`src/rtl/serial_byte_master.sv`:
```
module serial_byte_master #(
  parameter int QTR_CYCLES = 125,
  parameter logic [7:0] TGT_RST = 8'hA0
) (
  input  logic       clk,
  input  logic       rst_n,
  input  logic [1:0] reg_sel,
  input  logic       reg_wr,
  input  logic [7:0] reg_wdata,
  output logic [7:0] reg_rdata,
  input  logic       eep_load_busy,
  input  logic       sda_in,
  output logic       scl_low,
  output logic       sda_low
);
  localparam int CW = (QTR_CYCLES > 1) ? $clog2(QTR_CYCLES) : 1;

  typedef enum logic [2:0] {IDLE, STRT, TX, RX, STP} st_t;

  st_t        st;
  logic [1:0] q, seg;
  logic [CW-1:0] cnt;
  logic [7:0] sh, tgt, baddr, dat;
  logic [3:0] bc;
  logic       nak, prot, cur_prot, err;

  wire busy       = (st != IDLE);
  wire tick       = (cnt == CW'(QTR_CYCLES - 1));
  wire launch     = reg_wr && reg_sel == 2'd0 && !busy && !eep_load_busy;
  wire cond_phase = (st == STRT) || (st == STP);

  always_ff @(posedge clk or negedge rst_n) begin
    if (!rst_n) begin
      st <= IDLE; q <= '0; seg <= '0; cnt <= '0; sh <= '0; bc <= '0;
      tgt <= TGT_RST; baddr <= '0; dat <= '0;
      nak <= 1'b0; prot <= 1'b0; cur_prot <= 1'b0; err <= 1'b0;
    end else begin
      if (reg_wr) begin
        case (reg_sel)
          2'd0: if (launch) tgt <= reg_wdata;
          2'd1: begin
            prot <= reg_wdata[7];
            if (reg_wdata[0]) err <= 1'b0;
          end
          2'd2: baddr <= reg_wdata;
          default: dat <= reg_wdata;
        endcase
      end
      if (launch) begin
        st <= STRT; q <= '0; cnt <= '0; seg <= 2'd0; cur_prot <= prot;
      end else if (busy) begin
        cnt <= tick ? '0 : cnt + 1'b1;
        if (tick) begin
          q <= q + 1'b1;
          case (st)
            STRT: if (q == 2'd3) begin
              st <= TX; bc <= '0;
              sh <= (seg == 2'd2) ? {tgt[7:1], 1'b1} : {tgt[7:1], tgt[0] & cur_prot};
            end
            TX: begin
              if (q == 2'd2 && bc == 4'd8) nak <= sda_in;
              if (q == 2'd3) begin
                if (bc != 4'd8) begin
                  bc <= bc + 1'b1; sh <= {sh[6:0], 1'b0};
                end else if (nak) begin
                  st <= STP; err <= 1'b1;
                end else begin
                  bc <= '0;
                  case (seg)
                    2'd0: if (!cur_prot) begin
                      sh <= baddr; seg <= 2'd1;
                    end else if (tgt[0]) begin
                      st <= RX; seg <= 2'd3;
                    end else begin
                      sh <= dat; seg <= 2'd3;
                    end
                    2'd1: if (tgt[0]) begin
                      st <= STRT; seg <= 2'd2;
                    end else begin
                      sh <= dat; seg <= 2'd3;
                    end
                    2'd2: begin st <= RX; seg <= 2'd3; end
                    default: st <= STP;
                  endcase
                end
              end
            end
            RX: begin
              if (q == 2'd2 && bc != 4'd8) sh <= {sh[6:0], sda_in};
              if (q == 2'd3) begin
                if (bc != 4'd8) bc <= bc + 1'b1;
                else begin dat <= sh; st <= STP; end
              end
            end
            STP: if (q == 2'd3) st <= IDLE;
            default: st <= IDLE;
          endcase
        end
      end
    end
  end

  always_comb begin
    case (st)
      STRT, TX, RX: scl_low = (q == 2'd0) || (q == 2'd3);
      STP:          scl_low = (q == 2'd0);
      default:      scl_low = 1'b0;
    endcase
    case (st)
      STRT:    sda_low = q[1];
      TX:      sda_low = (bc != 4'd8) && !sh[7];
      STP:     sda_low = !q[1];
      default: sda_low = 1'b0;
    endcase
    case (reg_sel)
      2'd0:    reg_rdata = tgt;
      2'd1:    reg_rdata = {prot, 1'b0, busy, eep_load_busy, 3'b000, err};
      2'd2:    reg_rdata = baddr;
      default: reg_rdata = dat;
    endcase
  end
endmodule


```
`config.mk`:
```
export PLATFORM = sky130hd
export DESIGN_NAME = serial_byte_master
export DESIGN_NICKNAME = d
export VERILOG_FILES = /design/src/rtl/serial_byte_master.sv
export SDC_FILE = /design/constraint.sdc
export NUM_CORES = 1
export LEC_CHECK = 0
export ABC_CLOCK_PERIOD_IN_PS = 3650
export BUFFER_PORTS_ARGS = -buffer_cell sky130_fd_sc_hd__buf_2
export CORE_UTILIZATION = 45
export DETAILED_ROUTE_END_ITERATION = 10
export PLACE_DENSITY = 0.74
export SYNTH_ARGS = -nofsm -noshare
export SYNTH_HDL_FRONTEND = slang
export SYNTH_SLANG_ARGS = --single-unit
export TNS_END_PERCENT = 10
```
`constraint.sdc`:
```
create_clock -name clk -period 3.65 [get_ports clk]
set_input_delay 0.73 -clock clk [delete_from_list [all_inputs] [get_ports clk]]
set_output_delay 0.73 -clock clk [all_outputs]
set_load 0.005 [all_outputs]
```
After elaboration in Yosys (flattened, before gate mapping)
Cells that the tools add are included.

word-level totals
  logic and storage cells = 150
  register bits after elaboration = 54

operators by class
  multiplexer cells = 69
  reductions and logical operators = 32
  bitwise gates (word level) = 2
  add/sub/neg operators = 3
  equality and inequality tests = 31

operators by type and width
  kind                   count
  $mux W8                15
  $pmux W8 S3            2
  $mux W3                13
  $mux W4                6
  $mux W2                11
  $mux W7                3
  $reduce_and A9 Y1      2
  $pmux W8 S2            1
  $ne A3 B3 Y1 const B   5
  $ne A5 B5 Y1 const B   3
  $mux W1                12
  $pmux W3 S4            1
  $pmux W4 S3            1
  $reduce_and A11 Y1     1
  $ne A2 B2 Y1 const B   5
  $pmux W3 S3            1
  $eq A2 B2 Y1 const B   4
  $reduce_bool A2 Y1     4
  $add A7 B1 Y7 const B  1
  $eq A7 B7 Y1 const B   1
  $reduce_and A7 Y1      1
  $eq A3 B2 Y1 const B   2
  $logic_and A1 B1 Y1    6
  $logic_not A2 Y1       3
  23 further kinds       33

Longest topological paths before layout
  depth after elaboration = 10
  depth in mapped cells = 8
  gate-level depth less buffers = 6

Least setup slack after synthesis
No wires, ideal clock.

  kind = input to output
  start = input reg_sel[0]
  end = output reg_rdata[6]
  buffers on the path = 1
  setup slack = 1.244 ns
  stages on the path = 3
  data required time = 2.920 ns
  arrival = 1.676 ns
  path through = buf_1 > mux2_2 > a22o_1

between the ends
  longest elaborated chain between the ends = 2

ends and longest elaborated chain
  item                                        RTL line  RTL
  start: declaration                          7         input logic [1:0] reg_sel,
  $eq A2 B2 Y1, or another cell as far along  115       case (reg_sel)
  $pmux W8 S3 (*)                             115
  end: declaration                            10        output logic [7:0] reg_rdata,

Every way passes the cells marked *; elsewhere a longest branch is shown, timed or not.

Worst setup path in the final report
  start = register st[2]
  end = output reg_rdata[5]

between the ends
  longest elaborated chain between the ends = 2

ends and longest elaborated chain
  item                      RTL line  RTL
  start: declaration        20        st_t st;
  start signal: assignment  34        st <= IDLE; q <= '0; seg <= '0; cnt <= '0; sh <= '0; bc <= '0;
  start signal: assignment  50        st <= STRT; q <= '0; cnt <= '0; seg <= 2'd0; cur_prot <= prot;
  start signal: assignment  57        st <= TX; bc <= '0;
  $reduce_bool A3 Y1        27        wire busy = (st != IDLE);
  $pmux W8 S3               115

No other way between the ends.

==> results.py <==
metrics = {
    "detailed_routing": {
        "drtIter0Drc": 249,
        "detail_route.vias_per_cell": 5.955,
        "detailed_route_wire_length_per_cell_um": 17.27,
        "dr.pass1.iters": 5,
        "detail_route.drc_violations": 0,
        "postRouteWirelength_mm": 7.720,
        "ant_nets": 0,
        "vias": 2662,
    },
    "pwr": {
        "combPwrFrac": 0.324,
        "clock_power_share": 0.213,
        "finalPower_mw": 1.929,
        "p_switching_uw": 709.6,
        "power_leakage_nw": 1.593,
        "power.switching_fraction": 0.3678,
        "power.internal_mw": 1.220,
        "irDropWorstVdd_mv": 0.2890,
        "power_frac_seq": 0.463,
        "power_per_cell_area_mw_per_mm2": 532.3,
    },
    "clocking": {
        "max_h_tree_level": 2,
        "cts_resized": 0,
        "post_cts_hold_buffer_count": 0,
        "clock_insertion_delay_worst_skew_ns": 0.32,
        "tritoncts": "yes",
        "cts.root.buffer_cell": "sky130_fd_sc_hd__clkbuf_8",
        "cts_setup_buffers": 0,
        "tritoncts_num_sinks": 54,
        "cts_max_path_buffers": 2,
        "worst_setup_hold_path_clk_slew_ns": 0.10,
        "numCtsBuffers": 5,
    },
    "grt": {
        "busiest_layer": "met2",
        "grt_max_degree": 41,
        "use_met1": 0.3079,
        "grt_pass1_vias": 2625,
        "grt_remaining_overflow": 0,
        "use_met3": 0.03016,
        "antenna_found_initial": 0,
        "grt_pass1_wl_mm": 12.99,
        "grt_util_met2": 0.3502,
        "track_usage": 0.2186,
    },
    "worst_setup_path": {
        "crit_fanout": 14,
        "reg2reg_setup_slack_ns": 1.03,
        "crit_required_ns": 2.92,
        "worst-path-buf-inv": 1,
        "worstRegToRegCells": 6,
        "worst_ep_arrival_time_ns": 2.06,
        "r2r-start": "bc[0]",
        "critical_path.startpoint_type": "register",
        "slowest_stage": "sky130_fd_sc_hd__dfrtp_1",
        "crit_path_start": "st[2]",
        "critPathCaptureType": "primary output",
        "worstPathCellList": "or3_1 > mux4_2 > buf_2",
        "regToRegEndpoint": "dat[4]",
        "worstSetupPathDepth": 3,
        "critical_path.top_delay_family": "flip-flops",
        "criticalPathCategory": "register to primary output",
        "max_stage_delay_ns": 0.55,
        "cp-endpoint": "reg_rdata[5]",
    },
    "yosys": {
        "synth-edff-count": 0,
        "average_cell_area_after_synthesis_um2": 9.920,
        "synth_xor_xnor_area_share": 0.01054,
        "postSynthCellCount": 335,
        "ys_dominant_reg_cell": "sky130_fd_sc_hd__dfrtp_1",
        "synth_warnings": 0,
        "synth_cell_type_count": 51,
        "synthesized_area_fraction_occupied_by_ao_oa_aoi_and_oai_cells": 0.1419,
        "netlist_area_mm2": 0.003323,
        "synth_fp_nets": 361,
        "adder_cell_fraction_of_synth_area": 0.04142,
        "yosys_register_bits": 54,
        "synth_seq_area_share": 0.4074,
        "largest_family_of_logic_cells_by_synthesized_area": "multiplexers",
        "synth-simple-area-share": 0.1785,
        "synth_async_sr_flop_share": 1.000,
        "synth.mux.area_fraction": 0.1860,
    },
    "layout": {
        "mostFrequentLayoutCell": "sky130_fd_sc_hd__dfrtp_1",
        "seq_area_mm2": 0.001354,
        "multi_input_area_mm2": 0.001856,
        "post-route-util": 0.5220,
        "synthToLayoutAreaGrowth_pct": 9.074,
        "stdcell_count": 447,
        "top_library_cells_by_usage_in_the_layout_fill_and_taps_aside": "sky130_fd_sc_hd__dfrtp_1, sky130_fd_sc_hd__nand2_1, sky130_fd_sc_hd__mux2_2",
        "final_nets": 376,
        "nFillCells": 636,
        "n_antenna_cell": 0,
        "final_cell_area_mm2": 0.003625,
        "final_layout_size_suffix_gt1_frac": 0.2336,
    },
    "placed_design": {
        "placed_cell_area_mm2": 0.003513,
        "placed_cells": 439,
        "port_buffers": 24,
        "dp_hpwl_mm": 5.405,
        "dpl_worst_slack_ns": 0.9522,
        "gp_congestion": 0.8498,
    },
    "timing": {
        "setup-violations-final": 0,
        "unrepaired_setup_endpoints_after_global_routing": "false",
        "hold_slack_ns": 0.4802,
        "setup_ws_ns": 0.8648,
        "clock_skew_ns": 0.01787,
        "slew_headroom": 0.3962,
        "post-route-min-period_ns": 2.785,
        "slew_viol_final": 0,
        "final-hold-violation-count": 0,
        "fin_setup_tns_ns": 0,
        "timing.final.crit_share": 0.7631,
        "worstMarginPinSlew_ns": 0.9057,
        "achievable-frequency_mhz": 359.0,
    },
    "floorplan": {
        "fp.dieArea_mm2": 0.007733,
        "std_cell_rows": 30,
        "ioPinCount": 25,
        "die_height_um": 87.94,
        "core-area_mm2": 0.006944,
        "floorplan.initialDensity": 0.4786,
        "fp.dieW_um": 87.94,
    },
    "status": {
        "run_status": "finished, final reports clean",
    },
    "flow_run": {
        "drv_cap": 0,
    },
    "worst_hold_path": {
        "timing.hold.worst.class": "register to register",
    },
}
## worst reg2reg max path: cells and delay by family (launching register included)
kind                       cells  cell delay (ns)
and+or+nand+nor                3             1.39
buffers and inverters          1             0.08
adders and majority gates      1             0.20
muxes                          1             0.40
DFF                            1             0.44
## cell families (layout without fill, tap and decap cells)
kind of cell / Yosys count / count (layout)
XOR/XNOR: 4 / 4
multiplexers: 52 / 52
AO/OA/AOI/OAI: 65 / 65
flip-flops: 54 / 54
buffers and inverters: 30 / 46
adder cells (fa/ha/maj): 11 / 11
AND/OR/NAND/NOR: 119 / 119
## power by group through the flow
| stage | Combinational, mW | Sequential (mW) | Clock, mW |
|---|---|---|---|
| detailed placement | 0.623 | 0.901 | 0 |
| global route | 0.702 | 0.913 | 0.439 |
| global placement | 0.608 | 0.898 | 0 |
| CTS | 0.626 | 0.888 | 0.419 |
| finish | 0.626 | 0.893 | 0.410 |
| floorplan | 0.543 | 0.797 | 0 |
## state kept, by name, indices dropped and copies added (netlist names)
| name | cells |
|---|---|
| baddr | 8 |
| dat | 8 |
| sh | 8 |
| tgt | 8 |
| cnt | 7 |
| bc | 4 |
| st | 3 |
| q | 2 |
| seg | 2 |
| cur_prot | 1 |
| err | 1 |
| nak | 1 |
| prot | 1 |
## per-layer routing
layer  vias up  share of wire
li1       1255              -
met1      1320           0.46
met2        78           0.48
met3         9          0.048
met4         0          0.012
met5         -              0
## cell type report
cell class / count / area share
clock inverters: 2 / 0.01070
multi-input cells: 251 / 0.5119
well taps: 96 / 0.03314
flip-flops and latches: 54 / 0.3735
clock buffers: 6 / 0.02002
inverters: 11 / 0.01139
repair buffers: 27 / 0.03935
## worst min-delay path by stage
stage / startpoint / endpoint / slack [ns] / cells past startpoint
floorplan: rst_n / baddr[0] / 0.43 / 0
global placement: tgt[5] / tgt[5] / 0.46 / 2
detailed placement: tgt[5] / tgt[5] / 0.47 / 2
CTS: tgt[5] / tgt[5] / 0.48 / 2
global route: tgt[5] / tgt[5] / 0.51 / 2
finish: tgt[5] / tgt[5] / 0.48 / 2
## cell usage after synthesis, types with 2 or more instances
| cell | n | area share |
|---|---|---|
| sky130_fd_sc_hd__o22ai_1 | 2 | 0.0038 |
| sky130_fd_sc_hd__a21oi_1 | 7 | 0.011 |
| sky130_fd_sc_hd__a211oi_1 | 5 | 0.011 |
| sky130_fd_sc_hd__nor4b_1 | 2 | 0.0053 |
| sky130_fd_sc_hd__nor3_1 | 15 | 0.023 |
| sky130_fd_sc_hd__nand2_1 | 46 | 0.052 |
| sky130_fd_sc_hd__ha_1 | 11 | 0.041 |
| sky130_fd_sc_hd__a211o_1 | 9 | 0.024 |
| sky130_fd_sc_hd__mux4_2 | 4 | 0.027 |
| sky130_fd_sc_hd__or3_1 | 2 | 0.0038 |
| sky130_fd_sc_hd__nor2b_1 | 2 | 0.0038 |
| sky130_fd_sc_hd__o31ai_1 | 3 | 0.0068 |
| sky130_fd_sc_hd__a22o_1 | 5 | 0.013 |
| sky130_fd_sc_hd__nand3b_1 | 4 | 0.0090 |
| sky130_fd_sc_hd__o21ai_0 | 14 | 0.021 |
| sky130_fd_sc_hd__nand2b_1 | 2 | 0.0038 |
| sky130_fd_sc_hd__xor2_1 | 3 | 0.0079 |
| sky130_fd_sc_hd__mux2i_1 | 10 | 0.030 |
| sky130_fd_sc_hd__and3_1 | 3 | 0.0056 |
| sky130_fd_sc_hd__nor4_1 | 3 | 0.0056 |
| sky130_fd_sc_hd__mux2_2 | 37 | 0.13 |
| sky130_fd_sc_hd__nand3_1 | 8 | 0.012 |
| sky130_fd_sc_hd__o2111ai_1 | 3 | 0.0079 |
| sky130_fd_sc_hd__or2_2 | 2 | 0.0038 |
| sky130_fd_sc_hd__dfstp_2 | 2 | 0.016 |
| sky130_fd_sc_hd__inv_1 | 11 | 0.012 |
| sky130_fd_sc_hd__nor2_1 | 21 | 0.024 |
| sky130_fd_sc_hd__buf_1 | 4 | 0.0045 |
| sky130_fd_sc_hd__dfrtp_1 | 52 | 0.39 |
| sky130_fd_sc_hd__a31oi_1 | 9 | 0.017 |
| sky130_fd_sc_hd__clkbuf_1 | 14 | 0.016 |
(Power assumes the default switching activity.)
